==> config.mk <==
export PLATFORM = sky130hd
export DESIGN_NAME = slowdown_estimator
export DESIGN_NICKNAME = d
export VERILOG_FILES = /design/src/rtl/sd_pkg.sv /design/src/rtl/sd_counters.sv /design/src/rtl/sd_div.sv /design/src/rtl/slowdown_estimator.sv
export SDC_FILE = /design/constraint.sdc
export NUM_CORES = 1
export LEC_CHECK = 0
export ABC_AREA = 0
export BUFFER_PORTS_ARGS = -buffer_cell sky130_fd_sc_hd__buf_2
export CAP_MARGIN = 30
export CORE_MARGIN = 3
export CORE_UTILIZATION = 56
export CTS_CLUSTER_DIAMETER = 120
export DETAILED_ROUTE_END_ITERATION = 8
export GPL_ROUTABILITY_DRIVEN = 0
export GPL_TIMING_DRIVEN = 0
export PLACE_DENSITY = 0.72
export SYNTH_ARGS = -nofsm -noshare
export SYNTH_HDL_FRONTEND = slang
export SYNTH_HIERARCHICAL = 1
export SYNTH_SLANG_ARGS = --single-unit
==> constraint.sdc <==
create_clock -name clk -period 15.05 [get_ports clk]
set_input_delay 0.7525 -clock clk [delete_from_list [all_inputs] [get_ports clk]]
set_output_delay 0.7525 -clock clk [all_outputs]
set_load 0.02 [all_outputs]
==> src/rtl/sd_pkg.sv <==
package sd_pkg;
   // event counter indices inside the snapshot vector
   localparam int EV_ACC   = 0;
   localparam int EV_HP    = 1;
   localparam int EV_HPACC = 2;
   localparam int EV_Q     = 3;
   localparam int EV_MISS  = 4;
   localparam int EV_CONT  = 5;
   localparam int NEV      = 6;

   typedef enum logic [1:0] {
      S_IDLE,
      S_AVG,
      S_MUL,
      S_SLOW
   } sd_state_t;
endpackage

==> src/rtl/sd_counters.sv <==
module sd_counters #(
   parameter int INTERVAL = 1024,
   parameter int LAT_W    = 8,
   parameter int OWN_W    = 2,
   parameter int CORE_ID  = 0,
   parameter int IW       = 11,
   parameter int SW       = 19
) (
   input  logic                            clk,
   input  logic                            rst_n,
   input  logic                            acc_i,
   input  logic                            hp_i,
   input  logic                            pend_i,
   input  logic [OWN_W-1:0]                owner_i,
   input  logic                            miss_done_i,
   input  logic [LAT_W-1:0]                miss_lat_i,
   input  logic                            cont_miss_i,
   output logic [sd_pkg::NEV-1:0][IW-1:0]  snap_o,
   output logic [SW-1:0]                   lat_snap_o,
   output logic                            snap_v_o
);
   import sd_pkg::*;

   logic [IW-1:0]  cyc;
   logic           last;
   logic [NEV-1:0] ev;
   logic [SW-1:0]  lat_cnt;
   logic [SW-1:0]  lat_inc;

   assign last = (cyc == IW'(INTERVAL - 1));

   // per-cycle event decode
   always_comb begin
      ev           = '0;
      ev[EV_ACC]   = acc_i;
      ev[EV_HP]    = hp_i;
      ev[EV_HPACC] = hp_i & acc_i;
      ev[EV_Q]     = hp_i & pend_i & (owner_i != OWN_W'(CORE_ID));
      ev[EV_MISS]  = hp_i & miss_done_i;
      ev[EV_CONT]  = hp_i & cont_miss_i;
   end

   assign lat_inc = ev[EV_MISS] ? SW'(miss_lat_i) : '0;

   always_ff @(posedge clk or negedge rst_n) begin
      if (!rst_n) begin
         cyc      <= '0;
         snap_v_o <= 1'b0;
      end else begin
         cyc      <= last ? '0 : cyc + 1'b1;
         snap_v_o <= last;
      end
   end

   genvar g;
   for (g = 0; g < NEV; g++) begin : g_ev
      logic [IW-1:0] cnt;
      logic [IW-1:0] snap;
      always_ff @(posedge clk or negedge rst_n) begin
         if (!rst_n) begin
            cnt  <= '0;
            snap <= '0;
         end else if (last) begin
            snap <= cnt + IW'(ev[g]);
            cnt  <= '0;
         end else begin
            cnt  <= cnt + IW'(ev[g]);
         end
      end
      assign snap_o[g] = snap;
   end

   always_ff @(posedge clk or negedge rst_n) begin
      if (!rst_n) begin
         lat_cnt    <= '0;
         lat_snap_o <= '0;
      end else if (last) begin
         lat_snap_o <= lat_cnt + lat_inc;
         lat_cnt    <= '0;
      end else begin
         lat_cnt    <= lat_cnt + lat_inc;
      end
   end
endmodule

==> src/rtl/sd_div.sv <==
module sd_div #(
   parameter int DW = 32
) (
   input  logic          clk,
   input  logic          rst_n,
   input  logic          start_i,
   input  logic [DW-1:0] num_i,
   input  logic [DW-1:0] den_i,
   output logic [DW-1:0] quot_o,
   output logic          done_o
);
   localparam int CW = $clog2(DW + 1);

   logic [DW:0]   rem;
   logic [DW-1:0] quo;
   logic [CW-1:0] cnt;
   logic          busy;
   logic [DW:0]   trial;
   logic          ge;

   assign trial  = {rem[DW-1:0], quo[DW-1]};
   assign ge     = (trial >= {1'b0, den_i});
   assign quot_o = quo;

   always_ff @(posedge clk or negedge rst_n) begin
      if (!rst_n) begin
         rem    <= '0;
         quo    <= '0;
         cnt    <= '0;
         busy   <= 1'b0;
         done_o <= 1'b0;
      end else begin
         done_o <= 1'b0;
         if (start_i) begin
            rem  <= '0;
            quo  <= num_i;
            cnt  <= CW'(DW);
            busy <= 1'b1;
         end else if (busy) begin
            rem <= ge ? (trial - {1'b0, den_i}) : trial;
            quo <= {quo[DW-2:0], ge};
            cnt <= cnt - 1'b1;
            if (cnt == CW'(1)) begin
               busy   <= 1'b0;
               done_o <= 1'b1;
            end
         end
      end
   end
endmodule

==> src/rtl/slowdown_estimator.sv <==
module slowdown_estimator #(
   parameter int INTERVAL = 1024,
   parameter int LAT_W    = 8,
   parameter int OWN_W    = 2,
   parameter int CORE_ID  = 0,
   parameter int FRAC_W   = 8,
   parameter int OUT_W    = 16
) (
   input  logic             clk,
   input  logic             rst_n,
   input  logic             acc_i,
   input  logic             hp_i,
   input  logic             pend_i,
   input  logic [OWN_W-1:0] owner_i,
   input  logic             miss_done_i,
   input  logic [LAT_W-1:0] miss_lat_i,
   input  logic             cont_miss_i,
   output logic [OUT_W-1:0] slow_o,
   output logic             flag_o,
   output logic             done_o
);
   import sd_pkg::*;

   localparam int IW  = $clog2(INTERVAL + 1);
   localparam int SW  = IW + LAT_W;
   localparam int RW  = 2 * IW + FRAC_W;
   localparam int DW  = (RW > SW) ? RW : SW;
   localparam logic [OUT_W-1:0] ONE = OUT_W'(1) << FRAC_W;

   if (INTERVAL < 2 * DW + 16) begin : g_bad_interval
      $error("INTERVAL too short for the divider latency");
   end
   if (OUT_W <= FRAC_W) begin : g_bad_out
      $error("OUT_W must exceed FRAC_W");
   end
   if (CORE_ID >= (1 << OWN_W)) begin : g_bad_id
      $error("CORE_ID does not fit in OWN_W bits");
   end

   logic [NEV-1:0][IW-1:0] snap;
   logic [SW-1:0]          lat_snap;
   logic                   snap_v;

   sd_counters #(
      .INTERVAL(INTERVAL), .LAT_W(LAT_W), .OWN_W(OWN_W),
      .CORE_ID(CORE_ID), .IW(IW), .SW(SW)
   ) u_cnt (
      .clk(clk), .rst_n(rst_n), .acc_i(acc_i), .hp_i(hp_i),
      .pend_i(pend_i), .owner_i(owner_i), .miss_done_i(miss_done_i),
      .miss_lat_i(miss_lat_i), .cont_miss_i(cont_miss_i),
      .snap_o(snap), .lat_snap_o(lat_snap), .snap_v_o(snap_v)
   );

   sd_state_t      st;
   logic           busy;
   logic           div_start;
   logic [DW-1:0]  div_num;
   logic [DW-1:0]  div_den;
   logic [DW-1:0]  quot;
   logic           div_done;
   logic [LAT_W-1:0] avg_q;

   sd_div #(.DW(DW)) u_div (
      .clk(clk), .rst_n(rst_n), .start_i(div_start),
      .num_i(div_num), .den_i(div_den), .quot_o(quot), .done_o(div_done)
   );

   assign busy = (st != S_IDLE);

   // corrected top-priority cycle count and ratio operands
   logic [SW-1:0]        cont_w;
   logic signed [SW+1:0] den_s;
   logic [DW-1:0]        num_w;
   logic [DW-1:0]        prod_w;
   logic                 fallback;
   logic [OUT_W-1:0]     sat_q;

   assign cont_w   = SW'(snap[EV_CONT]) * SW'(avg_q);
   assign den_s    = $signed({2'b00, SW'(snap[EV_HP])})
                   - $signed({2'b00, cont_w})
                   - $signed({2'b00, SW'(snap[EV_Q])});
   assign num_w    = (DW'(snap[EV_HPACC]) * DW'(INTERVAL)) << FRAC_W;
   assign prod_w   = DW'(den_s[IW-1:0]) * DW'(snap[EV_ACC]);
   assign fallback = (den_s <= 0) || (snap[EV_ACC] == '0);

   if (DW > OUT_W) begin : g_sat
      assign sat_q = (|quot[DW-1:OUT_W]) ? '1 : quot[OUT_W-1:0];
   end else begin : g_nosat
      assign sat_q = OUT_W'(quot);
   end

   always_ff @(posedge clk or negedge rst_n) begin
      if (!rst_n) begin
         st        <= S_IDLE;
         div_start <= 1'b0;
         div_num   <= '0;
         div_den   <= '0;
         avg_q     <= '0;
         slow_o    <= ONE;
         flag_o    <= 1'b0;
         done_o    <= 1'b0;
      end else begin
         div_start <= 1'b0;
         done_o    <= 1'b0;
         case (st)
            S_IDLE: if (snap_v) begin
               div_num   <= DW'(lat_snap);
               div_den   <= DW'(snap[EV_MISS]);
               div_start <= 1'b1;
               st        <= S_AVG;
            end
            S_AVG: if (div_done) begin
               avg_q <= (snap[EV_MISS] == '0) ? '0 : quot[LAT_W-1:0];
               st    <= S_MUL;
            end
            S_MUL: begin
               if (fallback) begin
                  slow_o <= ONE;
                  flag_o <= 1'b1;
                  done_o <= 1'b1;
                  st     <= S_IDLE;
               end else begin
                  div_num   <= num_w;
                  div_den   <= prod_w;
                  div_start <= 1'b1;
                  st        <= S_SLOW;
               end
            end
            S_SLOW: if (div_done) begin
               slow_o <= sat_q;
               flag_o <= 1'b0;
               done_o <= 1'b1;
               st     <= S_IDLE;
            end
            default: st <= S_IDLE;
         endcase
      end
   end
endmodule

# Word-level counts from Yosys, hierarchy flattened

Index checks and enable logic that the tools add are counted.

Register bits after elaboration: 338
Bits of input ports: 17
Output and inout bits: 18
Logic and storage cells: 120

Add/sub/neg operators: 12
$mul: 2
Magnitude comparators: 2
Equal/unequal tests: 10
Mux-type cells: 47
Bitwise gates (word level): 5
Reduce and logical (&&, ||, !) cells: 13

Operator list:

| cell                                                                              | number |
|---|---|
| 30-bit 2-to-1 mux                                                                 | 9 |
| 30-bit one-hot mux with 2 select lines                                            | 2 |
| 11-bit 2-to-1 mux                                                                 | 7 |
| 11-bit by 1-bit adder with 11-bit output                                          | 6 |
| 16-bit 2-to-1 mux                                                                 | 3 |
| 16-bit one-hot mux with 2 select lines                                            | 1 |
| 31-bit by 30-bit greater-or-equal comparator with 1-bit output                    | 1 |
| 30-bit subtractor                                                                 | 1 |
| 11-bit logical NOT                                                                | 2 |
| 11-bit by 11-bit multiplier with 22-bit output                                    | 1 |
| 21-bit by 1-bit less-or-equal comparator with 1-bit output, second input constant | 1 |
| 20-bit by 12-bit subtractor with 21-bit output                                    | 1 |
| 11-bit by 19-bit subtractor with 20-bit output                                    | 1 |
| 19-bit adder                                                                      | 1 |
| 11-bit by 8-bit multiplier with 19-bit output                                     | 1 |
| 19-bit 2-to-1 mux                                                                 | 1 |
| 8-bit 2-to-1 mux                                                                  | 2 |
| 14-bit OR reduction                                                               | 1 |
| 1-bit 2-to-1 mux                                                                  | 12 |
| 11-bit by 1-bit adder with 11-bit output, second input constant                   | 1 |
| 11-bit by 10-bit == test with 1-bit output, second input constant                 | 1 |
| 5-bit 2-to-1 mux                                                                  | 2 |
| 3-bit AND reduction                                                               | 3 |
| 2-bit 2-to-1 mux                                                                  | 4 |
| other kinds (13)                                                                  | 26 |

# Depth between registers and ports, before layout

Depth after elaboration: 7
Mapped depth: 40
Mapped depth without buffers: 38

# By module

The synthesis kept the hierarchy.

Modules (own cells, without submodules):

| module             | times used | cells an instance | area an instance (sq um) | seq. area each (sq um) |
|---|---|---|---|---|
| slowdown_estimator | 1          | 1356              | 11756.3                  | 2003.2 |
| sd_counters        | 1          | 748               | 7976.4                   | 4554.4 |
| sd_div             | 1          | 583               | 5049.8                   | 1676.6 |

# Worst setup path before layout

OpenSTA, ideal clock, no wires.

Path type: reg2reg
From: register avg_q[4]
To: register div_den[20]
Setup time: 127 ps
Arrival time: 9287 ps
Data required time: 14923 ps
Setup slack: 5636 ps
Stages on the path, launching flop included: 38
Buffers on the path: 4
Clock period less this slack: 9414 ps
Path through: dfrtp_1 > clkbuf_1 > and2_1 > fa_1 > fa_1 > fa_1 > inv_1 > fa_1 > ha_1 > buf_2 > a21oi_1 > nand3_1 > xor2_1 > ha_1 > clkbuf_1 > o211a_1 > o22ai_2 > xnor2_1 > [2 not listed] > fa_1 > inv_1 > fa_1 > fa_1 > fa_1 > inv_1 > fa_1 > inv_1 > ha_1 > a21o_1 > a21o_1 > a21oi_1 > nor2_1 > a21oi_1 > o31ai_1 > o221ai_1 > xor2_1 > mux2i_1

Word-level cells in the longest chain between the ends: 7
Elaborated cells between the ends (all ways): 10
Those cells by class: 2 x add/sub; 2 x mul; 1 x order compare; 1 x eq/ne; 2 x mux; 2 x reduce/logical

Ends and longest elaborated chain:

| element                                                                                                | RTL line                  | text |
|---|---|---|
| start: declaration                                                                                     | slowdown_estimator.sv:61  | `logic [LAT_W-1:0] avg_q;` |
| start signal: assignment                                                                               | slowdown_estimator.sv:113 | `avg_q <= (snap[EV_MISS] == '0) ? '0 : quot[LAT_W-1:0];` |
| 11-bit by 8-bit multiplier with 19-bit output *                                                        | slowdown_estimator.sv:78  | `assign cont_w = SW'(snap[EV_CONT]) * SW'(avg_q);` |
| 11-bit by 19-bit subtractor with 20-bit output *                                                       | slowdown_estimator.sv:80  | `- $signed({2'b00, cont_w})` |
| 20-bit by 12-bit subtractor with 21-bit output *                                                       | slowdown_estimator.sv:81  | `- $signed({2'b00, SW'(snap[EV_Q])});` |
| parallel branches: the longest is 4 deep, another holds 11-bit by 11-bit multiplier with 22-bit output | --                        |  |
| end signal: assignment                                                                                 | slowdown_estimator.sv:108 | `div_den <= DW'(snap[EV_MISS]);` |
| end signal: assignment                                                                                 | slowdown_estimator.sv:124 | `div_den <= prod_w;` |
| end: declaration                                                                                       | slowdown_estimator.sv:58  | `logic [DW-1:0] div_den;` |

Mark *: on every way between the ends. The select of a mux whose other input is x is not followed.
A chain may end at the register's enable or synchronous reset.

# Worst setup path in the final report

From: register avg_q[1]
To: register div_den[20]

Same word-level chain as after synthesis.

==> metrics.md <==
| Metric | Value |
|---|---|
| Status | `finished, final reports clean` |
| Leak | `12.9 nW` |
| CTS Sinks | `329` |
| Top-area cell type share of the netlist area | `33.1%` |
| Largest net degree at the start of global routing | `112` |
| Maximum clock path buffer count | `3` |
| Synthesized area | `24800 µm²` |
| RSZ-0062 raised after global routing | `false` |
| CTS Buf Count | `38` |
| Critical-path maximum fanout | `10` |
| Core area | `43400 µm²` |
| Yosys reg bits | `329` |
| Share of layout cells above drive strength 1 | `9.30%` |
| Tcrit/Tclk final | `72.2%` |
| H-Tree Depth | `2` |
| Slew HR | `33.1%` |
| Via count | `19104` |
| CTS tree | `done` |
| Seq/Total Area, Yosys | `33.2%` |
| Hold Crit Class | `in -> async` |
| Clk root buf | `clkbuf_16` |
| Clk_lat worst skew | `0.56 ns` |
| Inserted Diodes | `0` |
| Worst hold slack | `0.101 ns` |
| Setup bufs post-CTS | `0` |
| Type of the worst setup path | `reg -> reg` |
| Syn Area/Cell | `9.22 µm²` |
| Async SR Flop Fraction | `100%` |
| Netlist cell types | `94` |
| Post-Syn Instances | `2687` |
| Yosys Warn Count | `6` |
| Die Ht | `216 µm` |
| Post-synth EDFFs | `0` |
| Clock-pin slew on the worst setup and hold paths | `0.06 ns` |
| Worst Skew | `0.0241 ns` |
| CP endpoint kind | `register` |
| First-pass GRT wire length | `101000 µm` |
| Area Growth Syn to Fin | `9.35%` |
| Largest stage delay on the critical path | `0.54 ns` |
| Number of antenna violations at the first check in global routing | `0` |
| Pin slew with the least headroom to its limit | `0.994 ns` |
| Vias per cell | `5.65` |
| Max Cap Viol | `0` |
| Starting Density | `57.2%` |
| Critical Path RT | `15.46 ns` |
| DR iter-0 viols | `1313` |
| DRT Pass-1 Iters | `5` |
| Quantity of gates resized following cts | `0` |
| Die area | `46800 µm²` |
| Vias in the first global route | `19681` |
| Layout Nets | `3107` |
| Row count | `76` |
| Post-synth top flop | `dfrtp_1` |
| Drt drc | `0` |
| Synth area leader | `dfrtp_1` |
| Worst vdd ir | `0.000101 V` |
| Crit path max-delay cell type | `fa_1` |
| GRT Util Overall | `26.5%` |
| HPWL after DPL | `46400 µm` |
| Max Slew Vio Count | `0` |
| Finished Cell Area | `27100 µm²` |
| Fmax | `0.0920 GHz` |
| # fillers | `3726` |
| IO Count | `35` |
| Reg2reg path depth | `40` |
| Synth top area cells | `dfrtp_1 33%, fa_1 12%, ha_1 8.6%` |
| Die width | `216 µm` |
| Pwr Density | `81.7 nW/µm²` |
| CTS Hold Bufs | `0` |
| Placed Area | `25800 µm²` |
| Final Setup Violations | `0` |
| Setup TNS | `0 ns` |
| Final wirelength | `60400 µm` |
| GR Overflow Total | `0` |
| Post-route ant nets | `0` |
| Wire per inst | `17.9 µm` |
| Port bufs | `34` |
| Worst EP arrival | `11.28 ns` |
| CP dominant cell by count | `fa_1` |
| Utilization after layout | `62.5%` |
| Final Hold Viols | `0` |
| Minimum clock period | `10.87 ns` |
| Startpoint Class | `register` |
[synthesized netlist by cell type (all sizes together), types with 6 or more instances]
| master | n |
|---|---|
| buf | 48 |
| ha | 170 |
| a211oi | 17 |
| o31ai | 8 |
| mux2i | 45 |
| o21ai | 191 |
| xor2 | 63 |
| o22ai | 18 |
| o211ai | 11 |
| a22o | 10 |
| xnor2 | 79 |
| a21o | 23 |
| dfrtp | 328 |
| inv | 272 |
| or3 | 9 |
| clkbuf | 73 |
| nand2b | 26 |
| nor2b | 27 |
| nor4 | 12 |
| nand2 | 397 |
| a21oi | 79 |
| and2 | 144 |
| o21a | 8 |
| and3 | 35 |
| a211o | 6 |
| fa | 148 |
| a31oi | 12 |
| nand4 | 22 |
| nor2 | 200 |
| nor3 | 26 |
| a311oi | 26 |
| or2 | 6 |
| a21boi | 9 |
| nand3 | 65 |
[flip-flops by register name (all words and copies together), names as in the netlist, 16 cells and up]
signal and count:
div_den 22, div_num 29, slow_o 16, u_cnt/g_ev.cnt 66, u_cnt/g_ev.snap 66, u_cnt/lat_cnt 19
u_cnt/lat_snap_o 19, u_div/quot_o 30, u_div/rem 30
[logic make-up (layout without fill, tap and decap cells)]
| group | Yosys count | after routing | share of synthesized area (%) |
|---|---|---|---|
| flip-flops | 329 | 329 | 33.2 |
| multiplexers | 49 | 49 | 2.00 |
| AND/OR/NAND/NOR | 990 | 990 | 18.8 |
| buffers and inverters | 395 | 497 | 6.75 |
| other | 1 | 9 | 0.0151 |
| adder cells (fa/ha/maj) | 318 | 318 | 20.5 |
| XOR/XNOR | 142 | 142 | 5.02 |
| AO/OA/AOI/OAI | 463 | 463 | 13.6 |
[report_power, final]
part	switching [W]	internal (W)
clock network	0.000379	0.000579
registers	0.0000521	0.000950
logic	0.000157	0.0000969
[layout make-up]
type	count	area, µm²	share of cell area (%)
timing repair buffer	37	263	0.970
clock buffer	52	1090	4.04
buffer	121	642	2.37
tap	585	732	2.70
sequential	329	8230	30.4
inverter	274	1030	3.80
clock inverter	13	198	0.729
multi-input combinational	1971	14900	55.0
[cells in the final DEF (no fill, tap or decap), types with 39 or more instances in the layout]
master and n:
a21oi_1 77, clkbuf_16 39, inv_1 271, o21ai_0 104, buf_2 50, mux2i_1 45, nand3_1 64, fa_1 148
xnor2_1 79, nand2_1 395, xor2_1 63, ha_1 170, o21ai_2 62, dfrtp_1 328, nor2_1 199, and2_1 142
clkbuf_1 77
[critical path, delay by kind of cell (launching register included)]
family	cells	cell delay [ns]
compound gates	11	2.39
xor+xnor	3	0.65
fa+ha+maj	12	5.11
buf+inv	7	1.07
flops	1	0.46
mux	1	0.09
simple gates	6	0.95
[per-stage QoR]
stage	worst slack (ns)	cells	total power (W)
5_1_grt	3.37	3382	0.00231
4_1_cts	4.12	3382	0.00223
3_3_place_gp	4.31	3314	0.00125
3_5_place_dp	4.21	3317	0.00126
6_report	4.18	3382	0.00221
2_1_floorplan	5.64	2695	0.00119
[layer usage]
metal | up-vias | wire, µm | track usage, %
met5 | - | 0 | 0
met4 | 0 | 1560 | 7.90
met3 | 101 | 3330 | 3.76
met2 | 482 | 28900 | 44.5
met1 | 9432 | 26600 | 36.0
li1 | 9089 | - | -
[path summary, 6_finish.rpt]
| path | from | to | slack, ns |
|---|---|---|---|
| worst min register to register | u_cnt/g_ev[1].snap[5] | u_cnt/g_ev[1].snap[5] | 0.47 |
| max in group asynchronous | rst_n | u_cnt/g_ev[3].snap[3] | 13.63 |
| min in group clk | u_cnt/g_ev[1].snap[5] | u_cnt/g_ev[1].snap[5] | 0.47 |
| worst max register to register | avg_q[1] | div_den[20] | 4.18 |
| worst min-delay path | rst_n | u_div/rem[17] | 0.10 |
| worst max-delay path | avg_q[1] | div_den[20] | 4.18 |
No activity file was read; power rests on OpenSTA's default activity.
